**src/rtl/bsr_pkg.sv**
```systemverilog
package bsr_pkg;

    localparam logic [7:0]  SYN_CH   = 8'h16;
    localparam logic [7:0]  DLE_CH   = 8'h10;
    localparam logic [7:0]  STX_CH   = 8'h02;
    localparam logic [7:0]  ETX_CH   = 8'h03;
    localparam logic [15:0] CRC_POLY = 16'hA001;

    typedef enum logic [2:0] {
        ST_HUNT,
        ST_SYN1,
        ST_SYNC,
        ST_WSTX,
        ST_BODY,
        ST_ESC,
        ST_CRCLO,
        ST_CRCHI
    } rx_state_e;

    typedef enum logic [2:0] {
        STAT_OK     = 3'd0,
        STAT_NOSTX  = 3'd3,
        STAT_OVF    = 3'd4,
        STAT_BADESC = 3'd5,
        STAT_BADCRC = 3'd6
    } rx_stat_e;

    typedef struct packed {
        logic       we;
        logic [7:0] data;
    } wr_beat_s;

endpackage

```
**src/rtl/bsr_crc16.sv**
```systemverilog
module bsr_crc16
    import bsr_pkg::*;
(
    input  logic        clk,
    input  logic        rst,
    input  logic        clr,
    input  logic        feed,
    input  logic [7:0]  din,
    output logic [15:0] crc
);
    localparam int BITS = 8;

    logic [15:0] stage [0:BITS];

    assign stage[0] = crc ^ {8'h00, din};

    generate
        for (genvar g = 0; g < BITS; g++) begin : g_bit
            assign stage[g+1] = stage[g][0] ? ((stage[g] >> 1) ^ CRC_POLY)
                                            : (stage[g] >> 1);
        end
    endgenerate

    always_ff @(posedge clk) begin
        if (rst || clr) begin
            crc <= '0;
        end else if (feed) begin
            crc <= stage[BITS];
        end
    end
endmodule

```
**src/rtl/bsr_room.sv**
```systemverilog
module bsr_room #(
    parameter int CNT_W = 8
) (
    input  logic             clk,
    input  logic             rst,
    input  logic             load,
    input  logic [CNT_W-1:0] cap,
    input  logic             take,
    output logic [CNT_W-1:0] room,
    output logic             empty
);
    always_ff @(posedge clk) begin
        if (rst) begin
            room <= '0;
        end else if (load) begin
            room <= cap;
        end else if (take) begin
            room <= room - 1'b1;
        end
    end

    assign empty = (room == '0);
endmodule

```
**src/rtl/bsr_rx.sv**
```systemverilog
module bsr_rx
    import bsr_pkg::*;
#(
    parameter int CNT_W = 8
) (
    input  logic             clk,
    input  logic             rst,
    input  logic             rx_valid,
    input  logic [7:0]       rx_byte,
    input  logic             buf_present,
    input  logic [CNT_W-1:0] buf_cap,
    output logic             wr_en,
    output logic [7:0]       wr_data,
    output logic             frame_done,
    output logic [2:0]       frame_status,
    output logic [CNT_W-1:0] room_left
);
    rx_state_e   st, st_n;
    rx_stat_e    code, stat_q;
    wr_beat_s    beat_q;
    logic        keep, take, fin, done_q;
    logic        crc_feed, crc_clr;
    logic        room_empty;
    logic [7:0]  crc_lo_q;
    logic [15:0] crc_acc;

    bsr_crc16 u_crc (
        .clk  (clk),
        .rst  (rst),
        .clr  (crc_clr),
        .feed (crc_feed),
        .din  (rx_byte),
        .crc  (crc_acc)
    );

    bsr_room #(.CNT_W(CNT_W)) u_room (
        .clk   (clk),
        .rst   (rst),
        .load  (!buf_present || done_q),
        .cap   (buf_cap),
        .take  (take),
        .room  (room_left),
        .empty (room_empty)
    );

    always_comb begin
        st_n     = st;
        keep     = 1'b0;
        take     = 1'b0;
        fin      = 1'b0;
        code     = STAT_OK;
        crc_feed = 1'b0;
        crc_clr  = 1'b0;
        if (rx_valid) begin
            case (st)
                ST_HUNT:  if (rx_byte == SYN_CH) st_n = ST_SYN1;
                ST_SYN1:  st_n = (rx_byte == SYN_CH) ? ST_SYNC : ST_HUNT;
                ST_SYNC: begin
                    if (rx_byte == DLE_CH)      st_n = ST_WSTX;
                    else if (rx_byte != SYN_CH) st_n = ST_HUNT;
                end
                ST_WSTX: begin
                    if (rx_byte == STX_CH) begin
                        st_n    = ST_BODY;
                        crc_clr = 1'b1;
                    end else begin
                        st_n = ST_HUNT;
                        fin  = 1'b1;
                        code = STAT_NOSTX;
                    end
                end
                ST_BODY: begin
                    if (rx_byte == DLE_CH) st_n = ST_ESC;
                    else                   keep = 1'b1;
                end
                ST_ESC: begin
                    if (rx_byte == DLE_CH) begin
                        keep = 1'b1;
                        st_n = ST_BODY;
                    end else if (rx_byte == SYN_CH) begin
                        st_n = ST_BODY;
                    end else if (rx_byte == ETX_CH) begin
                        crc_feed = buf_present;
                        st_n     = ST_CRCLO;
                    end else begin
                        st_n = ST_HUNT;
                        fin  = 1'b1;
                        code = STAT_BADESC;
                    end
                end
                ST_CRCLO: st_n = ST_CRCHI;
                ST_CRCHI: begin
                    st_n = ST_HUNT;
                    fin  = 1'b1;
                    code = ({rx_byte, crc_lo_q} == crc_acc) ? STAT_OK : STAT_BADCRC;
                end
                default:  st_n = ST_HUNT;
            endcase

            if (keep && buf_present) begin
                if (room_empty) begin
                    st_n = ST_HUNT;
                    fin  = 1'b1;
                    code = STAT_OVF;
                end else begin
                    take     = 1'b1;
                    crc_feed = 1'b1;
                end
            end
        end
    end

    always_ff @(posedge clk) begin
        if (rst) begin
            st       <= ST_HUNT;
            beat_q   <= '0;
            done_q   <= 1'b0;
            stat_q   <= STAT_OK;
            crc_lo_q <= '0;
        end else begin
            st        <= st_n;
            beat_q.we <= take;
            if (take) beat_q.data <= rx_byte;
            done_q    <= fin;
            if (fin) stat_q <= code;
            if (rx_valid && st == ST_CRCLO) crc_lo_q <= rx_byte;
        end
    end

    assign wr_en        = beat_q.we;
    assign wr_data      = beat_q.data;
    assign frame_done   = done_q;
    assign frame_status = stat_q;
endmodule

```
**config.mk**
```make
export PLATFORM = sky130hd
export DESIGN_NAME = bsr_rx
export DESIGN_NICKNAME = d
export VERILOG_FILES = /design/src/rtl/bsr_pkg.sv /design/src/rtl/bsr_crc16.sv /design/src/rtl/bsr_room.sv /design/src/rtl/bsr_rx.sv
export SDC_FILE = /design/constraint.sdc
export NUM_CORES = 1
export LEC_CHECK = 0
export BUFFER_PORTS_ARGS = -buffer_cell sky130_fd_sc_hd__buf_2
export CAP_MARGIN = 20
export CORE_UTILIZATION = 52
export CTS_CLUSTER_DIAMETER = 60
export DETAILED_ROUTE_END_ITERATION = 10
export GPL_TIMING_DRIVEN = 0
export MAX_ROUTING_LAYER = met4
export PLACE_DENSITY_LB_ADDON = 0.15
export SLEW_MARGIN = 20
export SYNTH_ARGS = -nofsm -noshare
export SYNTH_HDL_FRONTEND = slang
export SYNTH_SLANG_ARGS = --single-unit
export TNS_END_PERCENT = 100
```
**constraint.sdc**
```tcl
create_clock -name clk -period 2.9 [get_ports clk]
set_clock_uncertainty 0.2 [all_clocks]
set_input_delay 0 -clock clk [delete_from_list [all_inputs] [get_ports clk]]
set_output_delay 0 -clock clk [all_outputs]
set_load 0.1 [all_outputs]
```
After elaboration in Yosys (flattened, before gate mapping). Index checks and enable logic that the tools add are counted.

Register bits: 48. Input bits: 20. Output and inout bits: 21. Logic and storage cells: 95.

$add $sub $neg: 1. Eq/ne operators: 13. Multiplexer cells: 56. Bitwise gates (word level): 9. Reduce and logical (&&, ||, !) cells: 8.

Operator list (count): $mux W16 (8); $mux W3 (17); $not A2 Y3 (8); $pmux W3 S8 (1); $mux W1 (23); $eq A16 B16 Y1 (1); $eq A8 B2 Y1 const B (2); $eq A8 B5 Y1 const B (2); $mux W8 (2); $xor A16 B8 Y16 (1); $eq A3 B3 Y1 const B (4); $pmux W3 S3 (1); $logic_not A8 Y1 (1); $ne A8 B5 Y1 const B (1); $sub A8 B1 Y8 const B (1); $eq A3 B2 Y1 const B (2); $mux W2 (2); $eq A3 B1 Y1 const B (1); $logic_not A3 Y1 (1); $pmux W1 S3 (1); $logic_and A1 B1 Y1 (2); $logic_or A1 B1 Y1 (2); $pmux W1 S2 (1); $reduce_bool A2 Y1 (1); $logic_not A1 Y1 (1).

Depth between registers and ports, before layout.
Depth in word-level cells: 17. Gate-level depth with buffers: 10. Mapped depth without buffers: 8.

Hierarchy. A second synthesis with hierarchy kept.

Cell total of the unflattened synthesis: 312. Area, all modules: 2732.6 um^2.

Modules (own cells, without submodules): bsr_rx (instances 1, cells an instance 170, area an instance 1421.4 um^2, seq. area each 480.5 um^2); bsr_crc16 (instances 1, cells an instance 86, area an instance 838.3 um^2, seq. area each 320.3 um^2); bsr_room (instances 1, cells an instance 56, area an instance 473.0 um^2, seq. area each 160.2 um^2).

Worst setup path before layout. No wires, ideal clock.

Kind: flip-flop to flip-flop. From: reg u_room.room[0]. To: reg u_room.room[5]. Setup time: 0.131 ns. Data arrival time: 2.394 ns. Data required time: 2.569 ns. Setup slack: 0.175 ns. Cell stages (with the launch flop): 10. Buffers on the path: 1. Clock period less this slack: 2.725 ns. Cells stage by stage: dfxtp_1 inv_1 ha_1 nand2b_1 o311a_1 o21ai_2 buf_6 nor4b_1 xnor2_1 a21oi_1.

Word-level cells in the longest chain between the ends: 5. Elaborated cells on any way between the ends: 8. Those cells by class: add/sub: 1; mux: 5; reduce/logical: 2.

RTL lines: start: declaration (line bsr_room.sv:9) `output logic [CNT_W-1:0] room,`; start signal: assignment (line bsr_room.sv:16) `room <= cap;`; start signal: assignment (line bsr_room.sv:18) `room <= room - 1'b1;`; parallel branches: the longest is 5 deep, another holds $sub A8 B1 Y8.

Parallel ways; which one is timed is not known. The select of a mux whose other input is x is not followed. A chain may end at the register's enable or synchronous reset.

Final worst setup path.
From: reg u_room.room[3]. To: reg beat_q (netlist bit wr_data[7]).

Word-level cells in the longest chain between the ends: 4.

RTL lines: $logic_not A8 Y1 (line bsr_room.sv:22) `assign empty = (room == '0);`; $mux W1 (line bsr_rx.sv:101) `if (room_empty) begin`; $mux W1 (line bsr_rx.sv:100) `if (keep && buf_present) begin`; $mux W1 (line bsr_rx.sv:54) `if (rx_valid) begin`; end: declaration (line bsr_rx.sv:20) `wr_beat_s beat_q;`.

Every way passes these cells.

==> results.toml <==
[clock_network]
clock-sinks = 48
cts_resized = 0
cts-root-buf = "clkbuf_8"
clk_latency_ns = 0.30
htreeDepth = 2
path_clk_slew_ns = 0.09
cts_made_buffers = 5
cts_tree = "built"
clockBufferDepth = 2

[place]
dp.cells = 391
io_buffers = 37
globalplace.congestion = 0.875
dpl_worst_slack_ns = 0.528
place_hpwl_um = 4230

[power]
swShare = 0.295
ir_drop_v = 0.000338
switchingPower_uw = 390
power.internal_uw = 930
p_leak_uw = 0.00125
seqPwrFrac = 0.511
power.density_mw_per_mm2 = 419
combPwrFrac = 0.183
p_clk_frac = 0.306

[critical_path]
crit_slowest_cell = "or4_1"
r2r_end = "wr_data[7]"
arrival_ns = 2.41
worst-setup-path-type = "reg2reg"
cp_cell_sequence = "or4_1 -> o311a_1 -> o21ai_2 -> buf_6 -> buf_4 -> mux2i_1 -> nor2_1"
endpoint_kind = "register"
critPathTopFamily = "simple AND/OR/NAND/NOR gates"
worstPathRequired_ns = 2.89
path_max_fanout = 10
startpoint_type = "register"
r2r_slack_ns = 0.47
r2r_start = "u_room.room[3]"
cp_slowest_stage_delay_ns = 0.61
crit_buf_inv = 2
reg2reg_depth = 7

[sta]
fin_crit_sh = 0.837
worst_pin_slew_ns = 0.840
rsz0062_at_grt = "false"
fin_crit_ns = 2.43
final_hold_viol_count = 0
max_freq_ghz = 0.412
finalSetupTns_ns = 0
whs_ns = 0.00918
drv_slew = 0
final-setup-viol-count = 0
worst_slack_ns = 0.473
max_slew_margin = 0.436

[synthesis]
async_flop_share = 0
synth_warnings = 0
synth_area_mm2 = 0.00260
synth_ff_type = "dfxtp_1"
synth_seq_cells = 48
seq_area_frac_synth = 0.370
syn_inst = 287
synth_nets = 308
netlist-cell-type-count = 51
synth-edff-count = 0
avgSynthCellArea_um2 = 9.06

[job]
cap_violations = 0

[final_layout]
n_antenna_cell = 0
num-nets-final = 371
fin_cells = 418
syn_to_final_growth_pct = 21.0
final_util = 0.662
final_layout_size_suffix_gt1_frac = 0.182

[route]
drc = 0
wl_um = 6050
vias = 2228
drt_iter0_drc = 127
wl_per_cell_um = 14.5
antenna_left = 0
dr.pass1.iters = 4
via_per_inst = 5.33

[grt]
grt_pass1_vias = 2088
grt-ovfl-total = 0
grt_pass1_wl_um = 9960
grt_util_all_layers = 0.255
grt_antenna_before_repair = 0
grt_max_degree = 16

[hold_path]
hp-start = "rx_valid"
hold_depth = 5
hp-class = "in2reg"
whs_endpoint = "crc_lo_q[6]"

[floorplanning]
row_count = 25
die_h_um = 72.7
io_pins = 41
core_mm2 = 0.00475
die_x_um = 72.7
dieArea_mm2 = 0.00529
start_util = 0.547

[run_status]
outcome = "complete, no violations"
-- per-stage QoR --
stage               power (uW)  area, um^2
floorplan                  858        2600
global placement           907        2870
detailed placement         908        2870
CTS                       1330        3150
global route              1370        3150
finish                    1320        3150
-- layer usage --
layer,up-vias,global-route usage,share of wire
met5,-,-,0
met4,0,0.0719,0.014
met3,9,0.0456,0.039
met2,49,0.404,0.48
met1,1052,0.334,0.47
li1,1118,-,-
-- cell usage after synthesis (all sizes together) (3+ instances only) --
cell type / number / area share
o21ai: 9 / 0.023
nor3: 7 / 0.013
inv: 7 / 0.010
buf: 7 / 0.024
nand2b: 3 / 0.0072
nand2: 24 / 0.035
a21oi: 15 / 0.029
o211ai: 3 / 0.0087
xnor3: 3 / 0.026
nand4: 4 / 0.0096
or3: 3 / 0.0072
a211oi: 11 / 0.034
nand3: 4 / 0.0077
xor2: 10 / 0.039
nor2: 35 / 0.051
dfxtp: 48 / 0.37
clkbuf: 11 / 0.020
a32oi: 3 / 0.010
nor2b: 4 / 0.0096
xnor2: 32 / 0.11
mux2i: 17 / 0.065
-- tightest hold or removal path, delay by kind of cell --
kind                   cells  cell delay [ns]
AOI/OAI and AO/OA          1             0.05
buffers and inverters      1             0.13
and+or+nand+nor            3             0.30
-- flip-flops by register name, indices dropped and copies added, names as in the netlist --
register / flops
wr_data: 8
crc_lo_q: 8
frame_done: 1
u_crc.crc: 16
frame_status: 3
u_room.room: 8
st: 3
wr_en: 1
-- logic make-up (layout without fill, tap and decap cells) --
logic type | Yosys count | after routing | synth area share
AOI/OAI and AO/OA | 55 | 55 | 0.152
DFF | 48 | 48 | 0.370
and+or+nand+nor | 96 | 96 | 0.181
muxes | 17 | 17 | 0.0654
buffers and inverters | 25 | 89 | 0.0539
xor gates and xnor gates | 45 | 45 | 0.174
adders and majority gates | 1 | 1 | 0.00481
-- area by class of cell --
| type | count | area, um^2 |
|---|---|---|
| plain buffers | 18 | 114 |
| clock buffers | 5 | 68.8 |
| clock inverters | 3 | 18.8 |
| fillers | 416 | 1610 |
| inverters | 7 | 26.3 |
| multi-input cells | 214 | 1500 |
| flip-flops and latches | 48 | 961 |
| well taps | 67 | 83.8 |
| repair buffers | 56 | 375 |
-- power by group through the flow --
stage               registers, uW  logic, uW  clock network, uW
global route                  676        260                432
CTS                           674        240                413
floorplan                     744        114                  0
global placement              689        218                  0
finish                        675        242                404
detailed placement            690        219                  0
-- layout by cell type, fill, tap and decap left out, drive strengths merged, types with 4 or more instances in the layout --
cell | synthesis | layout
xnor2 | 32 | 32
a21oi | 15 | 15
nand4 | 4 | 4
a211oi | 11 | 11
dlygate4sd3 | 0 | 19
nor2b | 4 | 4
nor2 | 35 | 35
xor2 | 10 | 10
nor3 | 7 | 7
inv | 7 | 7
nand2 | 24 | 24
nand3 | 4 | 4
clkbuf | 11 | 16
mux2i | 17 | 17
o21ai | 9 | 9
dfxtp | 48 | 48
buf | 7 | 44
-- how the worst max path moves through the flow --
stage	startpoint	to	slack [ns]	cells past startpoint
after floorplan	u_room.room[0]	u_room.room[5]	0.18	9
after global placement	u_room.room[3]	wr_data[4]	0.56	7
after detailed placement	u_room.room[3]	wr_data[7]	0.53	7
after CTS	u_room.room[3]	wr_data[7]	0.51	7
after global routing	rx_byte[3]	frame_status[2]	0.34	8
final	u_room.room[3]	wr_data[7]	0.47	7
-- timing repair --
action                                 CTS  global route
hold buffers                            19             0
endpoints found under the hold margin   31             0
buffers inserted                         0             0
Note: power is estimated with default switching activity, not from simulation.
